$ cat config.mk
export PLATFORM = sky130hd
export DESIGN_NAME = vm_mul8
export DESIGN_NICKNAME = d
export VERILOG_FILES = /design/src/rtl/vm_pkg.sv /design/src/rtl/vm_cell2.sv /design/src/rtl/vm_mul4.sv /design/src/rtl/vm_csa.sv /design/src/rtl/vm_ks_adder.sv /design/src/rtl/vm_mul8.sv
export SDC_FILE = /design/constraint.sdc
export NUM_CORES = 1
export LEC_CHECK = 0
export BUFFER_PORTS_ARGS = -buffer_cell sky130_fd_sc_hd__buf_4
export CAP_MARGIN = 20
export CORE_ASPECT_RATIO = 0.6
export CORE_MARGIN = 5
export CORE_UTILIZATION = 25
export DETAILED_ROUTE_END_ITERATION = 16
export GPL_ROUTABILITY_DRIVEN = 1
export PLACE_DENSITY_LB_ADDON = 0.08
export SYNTH_ARGS = -nofsm -noshare
export SYNTH_HDL_FRONTEND = slang
export SYNTH_SLANG_ARGS = --single-unit
export TNS_END_PERCENT = 100
$ cat constraint.sdc
create_clock -name clk -period 7.5 [get_ports clk]
set_clock_uncertainty 0.1 [all_clocks]
set_input_delay 0.75 -clock clk [delete_from_list [all_inputs] [get_ports clk]]
set_output_delay 0.75 -clock clk [all_outputs]
set_load 0.05 [all_outputs]
$ cat src/rtl/vm_pkg.sv
// Package vm_pkg
// Shared widths for the crosswise multiplier. Assumes the operand width is
// a multiple of four, so that it splits evenly into nibble-wide halves.
package vm_pkg;
    localparam int unsigned OP_W   = 8;
    localparam int unsigned HALF_W = OP_W / 2;
    localparam int unsigned PROD_W = 2 * OP_W;
    localparam int unsigned SUB_W  = 2 * HALF_W;

    typedef logic [OP_W-1:0]   operand_t;
    typedef logic [PROD_W-1:0] product_t;
    typedef logic [SUB_W-1:0]  subprod_t;
endpackage

$ cat src/rtl/vm_cell2.sv
// Module vm_cell2
// A 2x2 unsigned crosswise multiplier cell. It forms the vertical and
// crosswise bit products and combines them with two half-adders. Purely
// combinational; it assumes no timing relation between its inputs.
module vm_cell2 (
    input  logic [1:0] x,
    input  logic [1:0] y,
    output logic [3:0] p
);
    logic v0, v1, c0, c1, hc;

    // Form the vertical and crosswise bit products.
    always_comb begin
        v0 = x[0] & y[0];
        v1 = x[1] & y[1];
        c0 = x[1] & y[0];
        c1 = x[0] & y[1];
    end

    // Combine the bit products with two half-adders.
    always_comb begin
        hc   = c0 & c1;
        p[0] = v0;
        p[1] = c0 ^ c1;
        p[2] = v1 ^ hc;
        p[3] = v1 & hc;
    end
endmodule

$ cat src/rtl/vm_mul4.sv
// Module vm_mul4
// A 4x4 unsigned multiplier built from four 2x2 crosswise cells. The cell
// results are weighted by 0, 2 (two cross terms) and 4 bit places and then
// summed by a small adder. Purely combinational.
module vm_mul4 (
    input  logic [3:0] x,
    input  logic [3:0] y,
    output logic [7:0] p
);
    logic [3:0] q [0:3];

    // Index bit 1 picks the half of x and bit 0 the half of y: ll, lh, hl, hh.
    for (genvar k = 0; k < 4; k++) begin : g_cell
        vm_cell2 u_cell (
            .x (x[2*(k/2) +: 2]),
            .y (y[2*(k%2) +: 2]),
            .p (q[k])
        );
    end

    // Merge the weighted cell results.
    always_comb begin
        p = {4'b0, q[0]}
          + {2'b0, q[1], 2'b0}
          + {2'b0, q[2], 2'b0}
          + {q[3], 4'b0};
    end
endmodule

$ cat src/rtl/vm_csa.sv
// Module vm_csa
// A W-bit carry-save adder built from a row of full adders. The carry
// vector is returned unshifted; the caller applies its one-place weight.
module vm_csa #(
    parameter int unsigned W = 16
) (
    input  logic [W-1:0] a,
    input  logic [W-1:0] b,
    input  logic [W-1:0] c,
    output logic [W-1:0] s,
    output logic [W-1:0] cy
);
    for (genvar i = 0; i < W; i++) begin : g_fa
        // One full adder per column.
        assign s[i]  = a[i] ^ b[i] ^ c[i];
        assign cy[i] = (a[i] & b[i]) | (c[i] & (a[i] ^ b[i]));
    end
endmodule

$ cat src/rtl/vm_ks_adder.sv
// Module vm_ks_adder
// A W-bit Kogge-Stone parallel-prefix adder with no carry in. The carry out
// of the top bit is dropped, since the caller guarantees the sum fits in W
// bits.
module vm_ks_adder #(
    parameter int unsigned W = 16
) (
    input  logic [W-1:0] a,
    input  logic [W-1:0] b,
    output logic [W-1:0] sum
);
    localparam int unsigned LVL = $clog2(W);

    logic [W-1:0] gen [0:LVL];
    logic [W-1:0] prp [0:LVL];

    // Bit-level generate and propagate signals.
    assign gen[0] = a & b;
    assign prp[0] = a ^ b;

    for (genvar k = 0; k < LVL; k++) begin : g_lvl
        for (genvar i = 0; i < W; i++) begin : g_bit
            if (i >= (1 << k)) begin : g_op
                // Prefix operator combining spans at distance 2^k.
                assign gen[k+1][i] = gen[k][i] | (prp[k][i] & gen[k][i-(1<<k)]);
                assign prp[k+1][i] = prp[k][i] & prp[k][i-(1<<k)];
            end else begin : g_pass
                // Bits with no partner at this distance pass through.
                assign gen[k+1][i] = gen[k][i];
                assign prp[k+1][i] = prp[k][i];
            end
        end
    end

    // Final sum: propagate XOR the group carry into each bit.
    assign sum = prp[0] ^ {gen[LVL][W-2:0], 1'b0};
endmodule

$ cat src/rtl/vm_mul8.sv
// Module vm_mul8
// An unsigned 8x8 crosswise multiplier. Four 4x4 sub-products are weighted
// at bit 0 (low x low), bit 4 (both cross terms) and bit 8 (high x high).
// Two carry-save stages reduce them to a sum vector and a carry vector, and
// a Kogge-Stone adder resolves the pair. REG_OUT selects an output register
// with a synchronous active-low reset. Operands are assumed to be stable for
// setup before the clock edge when the register is used.
module vm_mul8
    import vm_pkg::*;
#(
    parameter bit REG_OUT = 1'b1
) (
    input  logic        clk,
    input  logic        rst_n,
    input  logic [7:0]  op_a,
    input  logic [7:0]  op_b,
    output logic [15:0] product
);
    subprod_t sp [0:3];
    product_t w0, w1, w2, w3;
    product_t s1, c1, s2, c2, raw;

    // Sub-products indexed by operand halves: ll, lh, hl, hh.
    for (genvar k = 0; k < 4; k++) begin : g_sub
        vm_mul4 u_sub (
            .x (op_a[HALF_W*(k/2) +: HALF_W]),
            .y (op_b[HALF_W*(k%2) +: HALF_W]),
            .p (sp[k])
        );
    end

    // Place each sub-product at its column weight.
    always_comb begin
        w0 = {{(PROD_W-SUB_W){1'b0}}, sp[0]};
        w1 = {{(PROD_W-SUB_W-HALF_W){1'b0}}, sp[1], {HALF_W{1'b0}}};
        w2 = {{(PROD_W-SUB_W-HALF_W){1'b0}}, sp[2], {HALF_W{1'b0}}};
        w3 = {sp[3], {OP_W{1'b0}}};
    end

    vm_csa #(.W(PROD_W)) u_csa1 (
        .a  (w0),
        .b  (w1),
        .c  (w2),
        .s  (s1),
        .cy (c1)
    );

    vm_csa #(.W(PROD_W)) u_csa2 (
        .a  (s1),
        .b  ({c1[PROD_W-2:0], 1'b0}),
        .c  (w3),
        .s  (s2),
        .cy (c2)
    );

    vm_ks_adder #(.W(PROD_W)) u_cpa (
        .a   (s2),
        .b   ({c2[PROD_W-2:0], 1'b0}),
        .sum (raw)
    );

    if (REG_OUT) begin : g_reg
        // Capture the resolved product; clear it in reset.
        always_ff @(posedge clk) begin
            if (!rst_n) product <= '0;
            else        product <= raw;
        end
    end else begin : g_comb
        // Drive the product straight from the adder.
        assign product = raw;
    end
endmodule

==> impl_results.md <==
- Post-synthesis cell area: 3200 sq um
- Syn. warnings: 0
- Detailed Place HPWL: 6.69 mm
- Antenna viol nets, final: 0
- Worst setup EP type: flop
- Global Route met3 Usage: 1.60%
- Largest Register: product
- Routed WL: 7.76 mm
- GRT Resource Usage Total: 11.3%
- Final nets: 512
- EDFF count, synth: 0
- Grt total ovfl: 0
- Max VDD drop: 0.000135 V
- WP data required: 7.55 ns
- Crit path time final: 6.10 ns
- WS Path Type: primary input to flop
- #FFs+latches synth: 16
- Max reg flops: 16
- CTS sink cnt: 16
- Synth-to-Final Area Change: 17.0%
- Placed insts: 554
- Syn Area/Cell: 9.05 sq um
- Met2 usage: 17.3%
- Final Cycle Share: 81.3%
- Final Setup Violations: 0
- First-pass GRT wire length: 13.8 mm
- Mapped Nets: 476
- Register area share after synthesis: 10.0%
- Antenna cells: 0
- Gr busiest metal: met2
- Biggest regs: product: 16 flops
- Ratio of cells with drive above 1 in the final layout: 11.3%
- Core Area: 12700 sq um
- Vias/cell: 4.23
- Postcts setup bufs: 0
- Starting Density: 25.2%
- Rows: 32
- Die height: 97.6 um
- Mapped Cells: 353
- Hold WC Path Type: primary input to flop
- Port-buffer cells: 33
- Status: complete, no violations
- Die X: 156 um
- Pleak: 0.00201 uW
- Die area: 15200 sq um
- CTS resizes: 0
- F_max: 164 MHz
- # IOs: 34
- H-tree depth: 1
- Routed len/inst: 13.9 um
- Commonest non-fill, non-tap cell in the layout: ha_1
- Slew Viols, Final: 0
- Slew HR: 75.9%
- Hold slack final: 0.706 ns
- DRC Markers: 0
- Worst Setup Start Kind: primary input
- Worst-Margin Slew: 0.361 ns
- Max-cap violation count: 0
- DR pass1 iterations: 4
- Drt first-iter violations: 43
- Vias post-DR: 2358
- RD Place Congestion: 0.743
- Hold Crit Depth: 2
- Hold_buf cts: 0
- Largest net degree at the start of global routing: 21
- Hold endpoint: product[0]
- Vias in the first global route: 2631
- Layout Cells excl Fill: 558
- Post-synth ARST share: 0%
- RSZ-0062 raised after global routing: false
- Cell variety after synth: 34
- Sum Neg Setup Slack: 0 ns
- HP Start: op_b[0]
- Ys flop type: dfxtp_1
- CTS tree: built
- Grt met1 use: 17.3%
- Inserted Clock Buffers: 3
- Clock Tree Buf Depth: 2
- Worst-path clk slew: 0.05 ns
- Pwr dens: 240 nW/um^2
- Most frequent cells in the layout: ha_1, inv_1, and2_1
- Root Buffer: clkbuf_16
- Initial antenna violation count: 0
- Crit path DAT: 6.15 ns
- Crit path max fanout: 8
- Final Hold Viols: 0
[layer usage]
layer / wire length (um) / up-vias
met4: 30 / 0
met5: 0 / -
met1: 4360 / 1133
met3: 209 / 2
met2: 3160 / 25
li1: - / 1198
[cells by family after synthesis]
| logic type | Yosys count | synth area share, % |
|---|---|---|
| flops | 16 | 10.0 |
| compound gates | 39 | 8.85 |
| buf+inv | 71 | 8.34 |
| mux | 2 | 0.666 |
| simple gates | 96 | 18.1 |
| fa+ha+maj | 105 | 47.5 |
| xor+xnor | 24 | 6.58 |
[synthesized netlist by cell type, types with 3 or more instances]
master	count	area share [%]
a21o_1	10	2.3
a21oi_1	11	1.7
and2_1	69	14
dfxtp_1	16	10
fa_1	27	17
ha_1	78	31
inv_1	69	8.1
nand2_1	9	1.1
nand3b_1	4	0.94
nor2_1	3	0.35
nor2b_1	4	0.78
o21ai_0	3	0.47
xnor2_1	16	4.4
xor2_1	8	2.2
[critical path, cell delays in order]
cell	delay, ns
buf_4	0.14
and2_1	0.15
ha_1	0.19
ha_1	0.28
ha_1	0.17
inv_1	0.06
fa_1	0.42
xor2_1	0.20
fa_1	0.60
inv_1	0.06
ha_1	0.28
a21o_1	0.16
a21oi_1	0.17
xnor2_1	0.17
fa_1	0.44
ha_1	0.31
ha_1	0.25
fa_1	0.43
a21o_1	0.20
a21oi_2	0.23
o21bai_1	0.10
mux2_1	0.32
o311ai_1	0.07
[area by class of cell]
cell class	instances	area [sq um]
Clock buffer	4	88.8
Fill cell	1379	8950
Inverter	69	259
Multi-Input combinational cell	266	2610
Sequential cell	16	320
Tap cell	170	213
Timing Repair Buffer	33	248
[power breakdown]
part | internal, uW | total, uW | switching (uW) | leakage (uW)
Clock | 81.1 | 117 | 35.6 | 0.0000442
Sequential | 113 | 121 | 7.63 | 0.000133
Combinational | 266 | 658 | 392 | 0.00184
Total | 461 | 896 | 435 | 0.00201
[stage by stage]
step,utilization (%),instance area (sq um),power (uW),setup slack (ns)
2_1_floorplan,-,3200,619,1.68
3_3_place_gp,28.7,3650,801,1.13
3_5_place_dp,28.7,3650,792,1.16
4_1_cts,29.4,3740,920,1.38
5_1_grt,29.4,3740,1010,1.01
6_report,29.4,3740,896,1.40
[how the worst max path moves through the flow]
| stage | start | to | slack (ns) | cells past startpoint |
|---|---|---|---|---|
| after floorplan | op_b[0] | product[12] | 1.68 | 22 |
| after global placement | op_b[0] | product[12] | 1.13 | 23 |
| after detailed placement | op_b[0] | product[12] | 1.16 | 23 |
| after CTS | op_b[0] | product[12] | 1.38 | 23 |
| after global routing | op_b[0] | product[12] | 1.01 | 23 |
| final | op_b[0] | product[12] | 1.40 | 23 |
Power figures use the tool's default switching activity.
